### config.mk
export PLATFORM = sky130hd
export DESIGN_NAME = flashOpSeq
export DESIGN_NICKNAME = d
export VERILOG_FILES = /design/src/rtl/flashSeqPkg.sv /design/src/rtl/flashSeqCtrl.sv /design/src/rtl/flashSeqPath.sv /design/src/rtl/flashOpSeq.sv
export SDC_FILE = /design/constraint.sdc
export NUM_CORES = 1
export LEC_CHECK = 0
export BUFFER_PORTS_ARGS = -buffer_cell sky130_fd_sc_hd__buf_2
export CAP_MARGIN = 10
export CORE_UTILIZATION = 58
export DETAILED_ROUTE_END_ITERATION = 12
export MAX_ROUTING_LAYER = met4
export PLACE_DENSITY_LB_ADDON = 0.25
export SYNTH_ARGS = -nofsm -noshare
export SYNTH_HDL_FRONTEND = slang
export SYNTH_SLANG_ARGS = --single-unit
### constraint.sdc
create_clock -name clk -period 6.5 [get_ports clk]
set_clock_uncertainty 0.15 [all_clocks]
set_input_delay 0 -clock clk [delete_from_list [all_inputs] [get_ports clk]]
set_output_delay 0 -clock clk [all_outputs]
set_load 0.005 [all_outputs]
### src/rtl/flashSeqPkg.sv
package flashSeqPkg;

  localparam int HALF_W     = 16;
  localparam int NUM_HALVES = 2;
  localparam int DATA_W     = HALF_W * NUM_HALVES;

  // status bit positions inside each half
  localparam int RDY_BIT  = 7;
  localparam int EERR_BIT = 5;
  localparam int PERR_BIT = 4;

  typedef enum logic [1:0] {
    OP_PROG  = 2'd0,
    OP_ERASE = 2'd1,
    OP_IDENT = 2'd2,
    OP_NONE  = 2'd3
  } opKind_t;

  typedef enum logic [2:0] {
    W_RDARRAY,
    W_READID,
    W_ESETUP,
    W_ECONF,
    W_PSETUP,
    W_RDSTAT,
    W_DATA
  } wrSel_t;

  typedef enum logic [1:0] {
    A_TARGET,
    A_ZERO,
    A_ONE
  } addrSel_t;

  typedef struct packed {
    logic     we;
    logic     re;
    wrSel_t   wrSel;
    addrSel_t addrSel;
    logic     loadReq;
    logic     capStatus;
    logic     capId0;
    logic     capId1;
    logic     capVerify;
    logic     clrPoll;
    logic     incPoll;
    logic     setTimeout;
  } seqCtl_t;

  function automatic logic [DATA_W-1:0] dupByte(input logic [7:0] b);
    logic [HALF_W-1:0] h;
    h = {{(HALF_W-8){1'b0}}, b};
    return {NUM_HALVES{h}};
  endfunction

  localparam logic [DATA_W-1:0] CMD_RDARRAY = dupByte(8'hFF);
  localparam logic [DATA_W-1:0] CMD_READID  = dupByte(8'h90);
  localparam logic [DATA_W-1:0] CMD_ESETUP  = dupByte(8'h20);
  localparam logic [DATA_W-1:0] CMD_ECONF   = dupByte(8'hD0);
  localparam logic [DATA_W-1:0] CMD_PSETUP  = dupByte(8'h40);
  localparam logic [DATA_W-1:0] CMD_RDSTAT  = dupByte(8'h70);

  localparam logic [DATA_W-1:0] ID_MFR     = dupByte(8'h89);
  localparam logic [DATA_W-1:0] ID_DEV_TOP = {NUM_HALVES{16'h88F3}};
  localparam logic [DATA_W-1:0] ID_DEV_BOT = {NUM_HALVES{16'h88F4}};

endpackage

### src/rtl/flashSeqCtrl.sv
module flashSeqCtrl
  import flashSeqPkg::*;
(
  input  logic       clk,
  input  logic       rstN,
  input  logic       reqValid,
  input  logic [1:0] reqOp,
  input  logic       busRvalid,
  input  logic       statusReadyNow,
  input  logic       pollExhausted,
  input  opKind_t    curOp,
  input  logic       timedOutReg,
  output seqCtl_t    ctl,
  output logic       busy,
  output logic       done
);

  typedef enum logic [3:0] {
    S_IDLE, S_SETUP, S_SECOND, S_PCMD, S_PRD, S_PWT,
    S_I0RD, S_I0WT, S_I1RD, S_I1WT, S_RESTORE, S_VRD, S_VWT, S_DONE
  } state_t;

  state_t state, nextState;
  logic isIdent, isProg;

  assign isIdent = (curOp == OP_IDENT);
  assign isProg  = (curOp == OP_PROG);

  always_ff @(posedge clk) begin
    if (!rstN) state <= S_IDLE;
    else       state <= nextState;
  end

  always_comb begin
    ctl         = '0;
    ctl.wrSel   = W_RDARRAY;
    ctl.addrSel = A_TARGET;
    nextState   = state;
    case (state)
      S_IDLE: begin
        if (reqValid && opKind_t'(reqOp) != OP_NONE) begin
          ctl.loadReq = 1'b1;
          ctl.clrPoll = 1'b1;
          nextState   = S_SETUP;
        end
      end
      S_SETUP: begin
        ctl.we = 1'b1;
        if (isIdent) begin
          ctl.wrSel   = W_READID;
          ctl.addrSel = A_ZERO;
          nextState   = S_I0RD;
        end else begin
          ctl.wrSel = isProg ? W_PSETUP : W_ESETUP;
          nextState = S_SECOND;
        end
      end
      S_SECOND: begin
        ctl.we    = 1'b1;
        ctl.wrSel = isProg ? W_DATA : W_ECONF;
        nextState = S_PCMD;
      end
      S_PCMD: begin
        ctl.we    = 1'b1;
        ctl.wrSel = W_RDSTAT;
        nextState = S_PRD;
      end
      S_PRD: begin
        ctl.re    = 1'b1;
        nextState = S_PWT;
      end
      S_PWT: begin
        if (busRvalid) begin
          ctl.capStatus = 1'b1;
          ctl.incPoll   = 1'b1;
          if (statusReadyNow) begin
            nextState = S_RESTORE;
          end else if (pollExhausted) begin
            ctl.setTimeout = 1'b1;
            nextState      = S_RESTORE;
          end else begin
            nextState = S_PCMD;
          end
        end
      end
      S_I0RD: begin
        ctl.re      = 1'b1;
        ctl.addrSel = A_ZERO;
        nextState   = S_I0WT;
      end
      S_I0WT: begin
        if (busRvalid) begin
          ctl.capId0 = 1'b1;
          nextState  = S_I1RD;
        end
      end
      S_I1RD: begin
        ctl.re      = 1'b1;
        ctl.addrSel = A_ONE;
        nextState   = S_I1WT;
      end
      S_I1WT: begin
        if (busRvalid) begin
          ctl.capId1 = 1'b1;
          nextState  = S_RESTORE;
        end
      end
      S_RESTORE: begin
        ctl.we      = 1'b1;
        ctl.wrSel   = W_RDARRAY;
        ctl.addrSel = isIdent ? A_ZERO : A_TARGET;
        nextState   = (isProg && !timedOutReg) ? S_VRD : S_DONE;
      end
      S_VRD: begin
        ctl.re    = 1'b1;
        nextState = S_VWT;
      end
      S_VWT: begin
        if (busRvalid) begin
          ctl.capVerify = 1'b1;
          nextState     = S_DONE;
        end
      end
      S_DONE:  nextState = S_IDLE;
      default: nextState = S_IDLE;
    endcase
  end

  assign busy = (state != S_IDLE);
  assign done = (state == S_DONE);

endmodule

### src/rtl/flashSeqPath.sv
module flashSeqPath
  import flashSeqPkg::*;
#(
  parameter int ADDR_W = 22,
  parameter int POLL_W = 16
) (
  input  logic              clk,
  input  logic              rstN,
  input  seqCtl_t           ctl,
  input  logic [1:0]        reqOp,
  input  logic [ADDR_W-1:0] reqAddr,
  input  logic [DATA_W-1:0] reqData,
  input  logic [POLL_W-1:0] pollLimit,
  input  logic [DATA_W-1:0] busRdata,
  output opKind_t           curOp,
  output logic [ADDR_W-1:0] busAddr,
  output logic [DATA_W-1:0] busWdata,
  output logic              busWe,
  output logic              busRe,
  output logic              statusReadyNow,
  output logic              pollExhausted,
  output logic              resultOk,
  output logic              timedOutReg
);

  localparam int CNT_W = POLL_W + 1;

  opKind_t           opReg;
  logic [ADDR_W-1:0] addrReg;
  logic [DATA_W-1:0] dataReg;
  logic [POLL_W-1:0] limitReg;
  logic [POLL_W-1:0] pollCnt;
  logic [DATA_W-1:0] statusReg;
  logic [DATA_W-1:0] id0Reg;
  logic [DATA_W-1:0] id1Reg;
  logic              verMatch;

  logic [NUM_HALVES-1:0] halfReady;
  logic [NUM_HALVES-1:0] halfPgmErr;
  logic [NUM_HALVES-1:0] halfEraseErr;

  always_ff @(posedge clk) begin
    if (!rstN) begin
      opReg       <= OP_PROG;
      addrReg     <= '0;
      dataReg     <= '0;
      limitReg    <= '0;
      pollCnt     <= '0;
      statusReg   <= '0;
      id0Reg      <= '0;
      id1Reg      <= '0;
      verMatch    <= 1'b0;
      timedOutReg <= 1'b0;
    end else begin
      if (ctl.loadReq) begin
        opReg    <= opKind_t'(reqOp);
        addrReg  <= reqAddr;
        dataReg  <= reqData;
        limitReg <= pollLimit;
      end
      if (ctl.clrPoll) begin
        pollCnt     <= '0;
        timedOutReg <= 1'b0;
        verMatch    <= 1'b0;
      end else if (ctl.incPoll) begin
        pollCnt <= pollCnt + 1'b1;
      end
      if (ctl.setTimeout) timedOutReg <= 1'b1;
      if (ctl.capStatus)  statusReg   <= busRdata;
      if (ctl.capId0)     id0Reg      <= busRdata;
      if (ctl.capId1)     id1Reg      <= busRdata;
      if (ctl.capVerify)  verMatch    <= (busRdata == dataReg);
    end
  end

  // per-half status decode
  for (genvar h = 0; h < NUM_HALVES; h++) begin : g_half
    assign halfReady[h]    = busRdata[h*HALF_W + RDY_BIT];
    assign halfPgmErr[h]   = statusReg[h*HALF_W + PERR_BIT];
    assign halfEraseErr[h] = statusReg[h*HALF_W + EERR_BIT];
  end

  assign statusReadyNow = &halfReady;
  assign pollExhausted  = (CNT_W'(pollCnt) + CNT_W'(1)) >= CNT_W'(limitReg);

  always_comb begin
    resultOk = 1'b0;
    if (!timedOutReg) begin
      case (opReg)
        OP_PROG:  resultOk = !(|halfPgmErr) && verMatch;
        OP_ERASE: resultOk = !(|halfEraseErr);
        OP_IDENT: resultOk = (id0Reg == ID_MFR) &&
                             ((id1Reg == ID_DEV_TOP) || (id1Reg == ID_DEV_BOT));
        default:  resultOk = 1'b0;
      endcase
    end
  end

  always_comb begin
    case (ctl.addrSel)
      A_ZERO:  busAddr = '0;
      A_ONE:   busAddr = ADDR_W'(1);
      default: busAddr = addrReg;
    endcase
  end

  always_comb begin
    case (ctl.wrSel)
      W_READID: busWdata = CMD_READID;
      W_ESETUP: busWdata = CMD_ESETUP;
      W_ECONF:  busWdata = CMD_ECONF;
      W_PSETUP: busWdata = CMD_PSETUP;
      W_RDSTAT: busWdata = CMD_RDSTAT;
      W_DATA:   busWdata = dataReg;
      default:  busWdata = CMD_RDARRAY;
    endcase
  end

  assign busWe = ctl.we;
  assign busRe = ctl.re;
  assign curOp = opReg;

endmodule

### src/rtl/flashOpSeq.sv
module flashOpSeq
  import flashSeqPkg::*;
#(
  parameter int ADDR_W = 22,
  parameter int POLL_W = 16
) (
  input  logic              clk,
  input  logic              rstN,
  input  logic              reqValid,
  input  logic [1:0]        reqOp,
  input  logic [ADDR_W-1:0] reqAddr,
  input  logic [31:0]       reqData,
  input  logic [POLL_W-1:0] pollLimit,
  output logic              busy,
  output logic              done,
  output logic              pass,
  output logic              timedOut,
  output logic [ADDR_W-1:0] busAddr,
  output logic [31:0]       busWdata,
  output logic              busWe,
  output logic              busRe,
  input  logic [31:0]       busRdata,
  input  logic              busRvalid
);

  seqCtl_t ctl;
  opKind_t curOp;
  logic    statusReadyNow;
  logic    pollExhausted;
  logic    resultOk;
  logic    timedOutReg;

  flashSeqCtrl uCtrl (
    .clk            (clk),
    .rstN           (rstN),
    .reqValid       (reqValid),
    .reqOp          (reqOp),
    .busRvalid      (busRvalid),
    .statusReadyNow (statusReadyNow),
    .pollExhausted  (pollExhausted),
    .curOp          (curOp),
    .timedOutReg    (timedOutReg),
    .ctl            (ctl),
    .busy           (busy),
    .done           (done)
  );

  flashSeqPath #(.ADDR_W(ADDR_W), .POLL_W(POLL_W)) uPath (
    .clk            (clk),
    .rstN           (rstN),
    .ctl            (ctl),
    .reqOp          (reqOp),
    .reqAddr        (reqAddr),
    .reqData        (reqData),
    .pollLimit      (pollLimit),
    .busRdata       (busRdata),
    .curOp          (curOp),
    .busAddr        (busAddr),
    .busWdata       (busWdata),
    .busWe          (busWe),
    .busRe          (busRe),
    .statusReadyNow (statusReadyNow),
    .pollExhausted  (pollExhausted),
    .resultOk       (resultOk),
    .timedOutReg    (timedOutReg)
  );

  assign pass     = done & resultOk;
  assign timedOut = done & timedOutReg;

endmodule

# Word level (Yosys, flattened, before mapping)
# Cells that the tools add are included.
# Widths: inputs -> output; s select.
# totals
wordCells,107
n_memories,0
ram_bits,0
latch_bits,0
output_inout_bits,60
mem_bits_ro,0
ff_bits,180
in_bits,108
# classes
shift,0
order_cmp,1
n_addsub,2
n_eq_ne,33
reduce_logical,21
bitwise,3
div,0
multipliers,0
mux,36
# op_table
operator,n
$pmux 32 s6,1
$eq 32x32->1 const B,2
$pmux 4 s13,1
$pmux 22 s2,1
$eq 32x24->1 const B,1
$eq 32x32->1,1
$mux 4,7
$eq 4x4->1 const B,6
$add 16x1->17 const B,1
$ge 17x16->1,1
$add 16x1->16 const B,1
$eq 4x3->1 const B,4
$mux 1,16
$mux 3,5
$ne 2x2->1 const B,5
$eq 3x3->1 const B,3
$pmux 3 s3,1
$eq 4x2->1 const B,2
$reduce_or 2->1,4
$reduce_or 4->1,2
$eq 3x2->1 const B,2
$pmux 2 s3,1
$reduce_and 5->1,1
$eq 2x1->1 const B,2
other kinds (16),25

# Logic depth before layout (Yosys ltp)
# logic_depth
word_depth,7
ltp_mapped,12
depth_no_buf,11

# By module
# Synthesis repeated with hierarchy kept, for this count alone.
# hier_totals
cells_unflattened,876
hier_area_um2,8237.9
# modules_own_cells
mod,instances,area_each_um2,seq_area_each_um2,cells_per_inst
flashSeqPath,1,7666.1,3163.0,790
flashSeqCtrl,1,559.3,80.1,84
flashOpSeq,1,12.5,0.0,2

# Worst setup path before layout
# No wires, ideal clock.
# synth_timing
path_kind,register -> register
start,register uPath.pollCnt[0]
end,register uCtrl.state[0]
path_slack_ns,3.693
period_less_slack_ns,2.807
setup_time_ns,0.057
required_time_ns,6.293
arrival_ns,2.600
n_path_buf,1
path_stages_with_launch,13
path_cell_list,dfxtp_1 > ha_1 > nand3_2 > or3_1 > buf_6 > nor2_1 > xor2_1 > ha_1 > a21oi_1 > nor2b_1 > a311o_1 > nor3_1 > a21o_1
# synth_between
elab_chain_len,6
# synth_lines
item,line_no,source
from (decl),flashSeqPath.sv:32,logic [POLL_W-1:0] pollCnt;
from (signal assigned),flashSeqPath.sv:66,pollCnt <= pollCnt + 1'b1;
$add 16x1->17,flashSeqPath.sv:84,assign pollExhausted = (CNT_W'(pollCnt) + CNT_W'(1)) >= CNT_W'(limitReg);
$ge 17x16->1,flashSeqPath.sv:84,
$mux 4,flashSeqCtrl.sv:78,end else if (pollExhausted) begin
$mux 4,flashSeqCtrl.sv:76,if (statusReadyNow) begin
$mux 4,flashSeqCtrl.sv:73,if (busRvalid) begin
$pmux 4 s13,flashSeqCtrl.sv:39,case (state)
to (signal assigned),flashSeqCtrl.sv:31,else state <= nextState;
to (decl),flashSeqCtrl.sv:23,"state_t state, nextState;"
# No other way between the ends. The select of a mux whose other input is x is not followed.
# A chain may end at the register's enable or synchronous reset.

# Worst setup path after layout
# Ends and elaborated chain as after synthesis.

==> results.yml <==
logic_synthesis:
  yosysWarnings: 0
  ys.flop_type: "dfxtp_1"
  synth_area_per_cell_um2: 7.563
  synthCells: 1014
  seq_area_frac_synth_pct: 42.29
  synth_seq_cells: 162
  ys_types: 54
  synth.top_cell.area_share_pct: 42.29
  ys_top_cells_by_area: "dfxtp_1, nand2_1, a21oi_1, xnor2_1, and2_1"
  netlist_area_um2: 7669
  yosysTopAreaCell: "dfxtp_1"
  synth_fp_nets: 1140
  ys_async_sr_fraction_pct: 0
  synth-edff-count: 0
cells_and_area:
  layout_common_cells: "nand2_1, buf_2, dfxtp_1, a21oi_1, dlygate4sd3_1"
  n_antenna_cell: 0
  drive_above_1_share_pct: 17.18
  synthToLayoutAreaGrowth_pct: 32.16
  final_common_cell: "nand2_1"
  instances_no_fill: 1435
  fin_nets: 1378
cts:
  post-cts-setup-buffers: 0
  clockRootBuffer: "clkbuf_16"
  cts_tree: "done"
  clkSinkCount: 162
  htreeDepth: 4
  clk_latency_ns: 0.43
  cts-buffers-inserted: 17
  path_clk_slew_ns: 0.06
  cts_buffer_depth: 2
routing:
  routed_wl_um: 23200
  wire_per_inst_um: 16.17
  firstDrtPassIters: 6
  drc: 0
  vias: 8020
  vias_per_cell: 5.589
  final_antenna_net_count: 0
  drt_iter0_drc: 905
global_routing:
  grt_pass1_wl_um: 35830
  grt-ovfl-total: 0
  grt_use_total_pct: 35.60
  grt_max_degree: 77
  grt_pass1_vias: 7436
  grt_antenna_before_repair: 0
pwr:
  power_mw: 2.453
  power_density_nw_per_um2: 242.0
  ir_drop_uv: 178.6
  switching_share_pct: 27.39
  p_comb_share_pct: 17.3
  clkPwrFrac_pct: 38.5
  p_sw_mw: 0.6718
  p_leak_nw: 3.998
  seqPwrFrac_pct: 44.3
  p_int_mw: 1.781
run_status:
  status: "completed"
sta:
  fin_crit_ns: 3.138
  worst_pin_slew_ns: 1.210
  rsz0062_at_grt: "false"
  hold_viol: 0
  max_freq_mhz: 318.6
  maxSlewHeadroom_pct: 19.33
  finalCritPeriodShare_pct: 48.28
  finalSetupTns_ns: 0
  setup_viol: 0
  timing.final.max_slew_violations: 0
  whs_ns: 0.2024
placement:
  port_buffers: 167
  placedCellCount: 1299
  place_congestion: 0.9197
  hpwl_um: 14420
critical_path:
  cp.required_ns: 6.72
  r2r-start: "uPath.pollCnt[0]"
  r2r_cells: 11
  endpoint: "uCtrl.state[0]"
  worstPathArrival_ns: 3.36
  end_kind: "flop"
  crit_type: "reg -> reg"
  cp-start-kind: "flop"
  r2r_slack_ns: 3.36
  crit_path_max_fanout: 8
  worstSetupStartpoint: "uPath.pollCnt[0]"
  r2r_end: "uCtrl.state[0]"
die:
  pin_count: 168
  die_w_um: 117.0
  die-area_um2: 13690
  core-area_um2: 12770
  floorplan.initialDensity_pct: 60.04
  fp-row-count: 41
  die_y_um: 117.0
hold_path:
  hold_class: "in -> reg"
run:
  cap_violations: 0
==> worst min path at each step <==
stage | start | slack [ns] | to | cells after the start
4_1_cts | reqAddr[13] | 0.20 | uPath.addrReg[13] | 4
2_1_floorplan | busRdata[30] | -0.01 | uPath.id1Reg[30] | 2
3_5_place_dp | reqAddr[11] | 0.1 | uPath.addrReg[11] | 3
3_3_place_gp | pollLimit[4] | 0.09 | uPath.limitReg[4] | 3
5_1_grt | reqData[24] | 0.22 | uPath.dataReg[24] | 4
6_report | reqData[21] | 0.20 | uPath.dataReg[21] | 4
==> stage by stage <==
| step | util (%) | instance area, um^2 | setup slack (ns) |
|---|---|---|---|
| 6_report | 79.34 | 10130 | 3.362 |
| 5_1_grt | 79.34 | 10130 | 3.085 |
| 4_1_cts | 79.34 | 10130 | 3.349 |
| 3_5_place_dp | 66.70 | 8519 | 3.379 |
| 3_3_place_gp | 66.70 | 8519 | 3.519 |
| 2_1_floorplan | - | 7669 | 3.693 |
==> sequential cells by signal (all words and copies together) (netlist names) <==
name and count:
uCtrl.state 4, uPath.addrReg 22, uPath.curOp 2, uPath.dataReg 32
uPath.id0Reg 32, uPath.id1Reg 32, uPath.limitReg 16, uPath.pollCnt 16
uPath.statusReg 4, uPath.timedOutReg 1, uPath.verMatch 1
==> synthesized netlist by cell type, types with 3 or more instances <==
| master | instances |
|---|---|
| nand2_1 | 310 |
| dfxtp_1 | 162 |
| a21oi_1 | 156 |
| nor2_1 | 49 |
| xnor2_1 | 47 |
| clkbuf_1 | 41 |
| and2_1 | 39 |
| inv_1 | 21 |
| ha_1 | 18 |
| buf_2 | 16 |
| nand4_1 | 15 |
| nand3_1 | 14 |
| o21ai_0 | 14 |
| xor2_1 | 14 |
| a21o_1 | 12 |
| nand2b_1 | 9 |
| nor3_1 | 8 |
| nor4_1 | 8 |
| nor4b_1 | 8 |
| nor2b_1 | 5 |
| nor3_2 | 4 |
| and4_1 | 3 |
| or3_1 | 3 |
==> area by class of cell <==
cell class / count / area, um^2
Inverter: 22 / 85.08
Clock buffer: 22 / 474.2
Clock inverter: 8 / 80.08
Timing Repair Buffer: 280 / 1949
Fill cell: 822 / 2639
Multi-Input combinational cell: 769 / 4088
Sequential cell: 162 / 3243
Tap cell: 172 / 215.2
==> routing by layer <==
layer / GRT usage (%) / vias up / share of wire, %
met5: - / - / 0
met4: 15.61 / 0 / 3.3
met3: 8.239 / 77 / 9.9
met2: 53.65 / 432 / 45
met1: 45.68 / 3682 / 42
li1: - / 3829 / -
==> kinds of logic (layout without fill, tap and decap cells) <==
logic type	after synthesis	count (layout)	synth area share (%)
simple gates	489	489	28.99
compound gates	199	199	14.03
flops	162	162	42.29
buf+inv	83	332	4.487
xor+xnor	61	61	6.967
fa+ha+maj	18	18	2.937
mux	2	2	0.2937
==> what timing repair did <==
item / in CTS / in global routing
hold buffers: 106 / 0
hold endpoints to repair: 146 / 0
gates resized for setup: 0 / 0
endpoints found under the setup margin: 0 / 0
==> critical path, stage by stage, from the launching register on <==
cell,delay [ns]
dfxtp_1,0.43
ha_1,0.26
nand3_2,0.15
or3_1,0.58
nor2_1,0.19
xor2_1,0.20
ha_1,0.28
a21oi_1,0.14
nor2b_1,0.06
a311o_1,0.34
nor3_1,0.18
a21o_1,0.13
==> power groups by stage <==
| stage | sequential, mW | clock (mW) | combinational, mW |
|---|---|---|---|
| 2_1_floorplan | 1.08 | 0 | 0.232 |
| 3_3_place_gp | 1.10 | 0 | 0.359 |
| 3_5_place_dp | 1.10 | 0 | 0.361 |
| 4_1_cts | 1.08 | 0.945 | 0.413 |
| 5_1_grt | 1.09 | 0.987 | 0.465 |
| 6_report | 1.09 | 0.943 | 0.424 |
(Power assumes the default switching activity.)
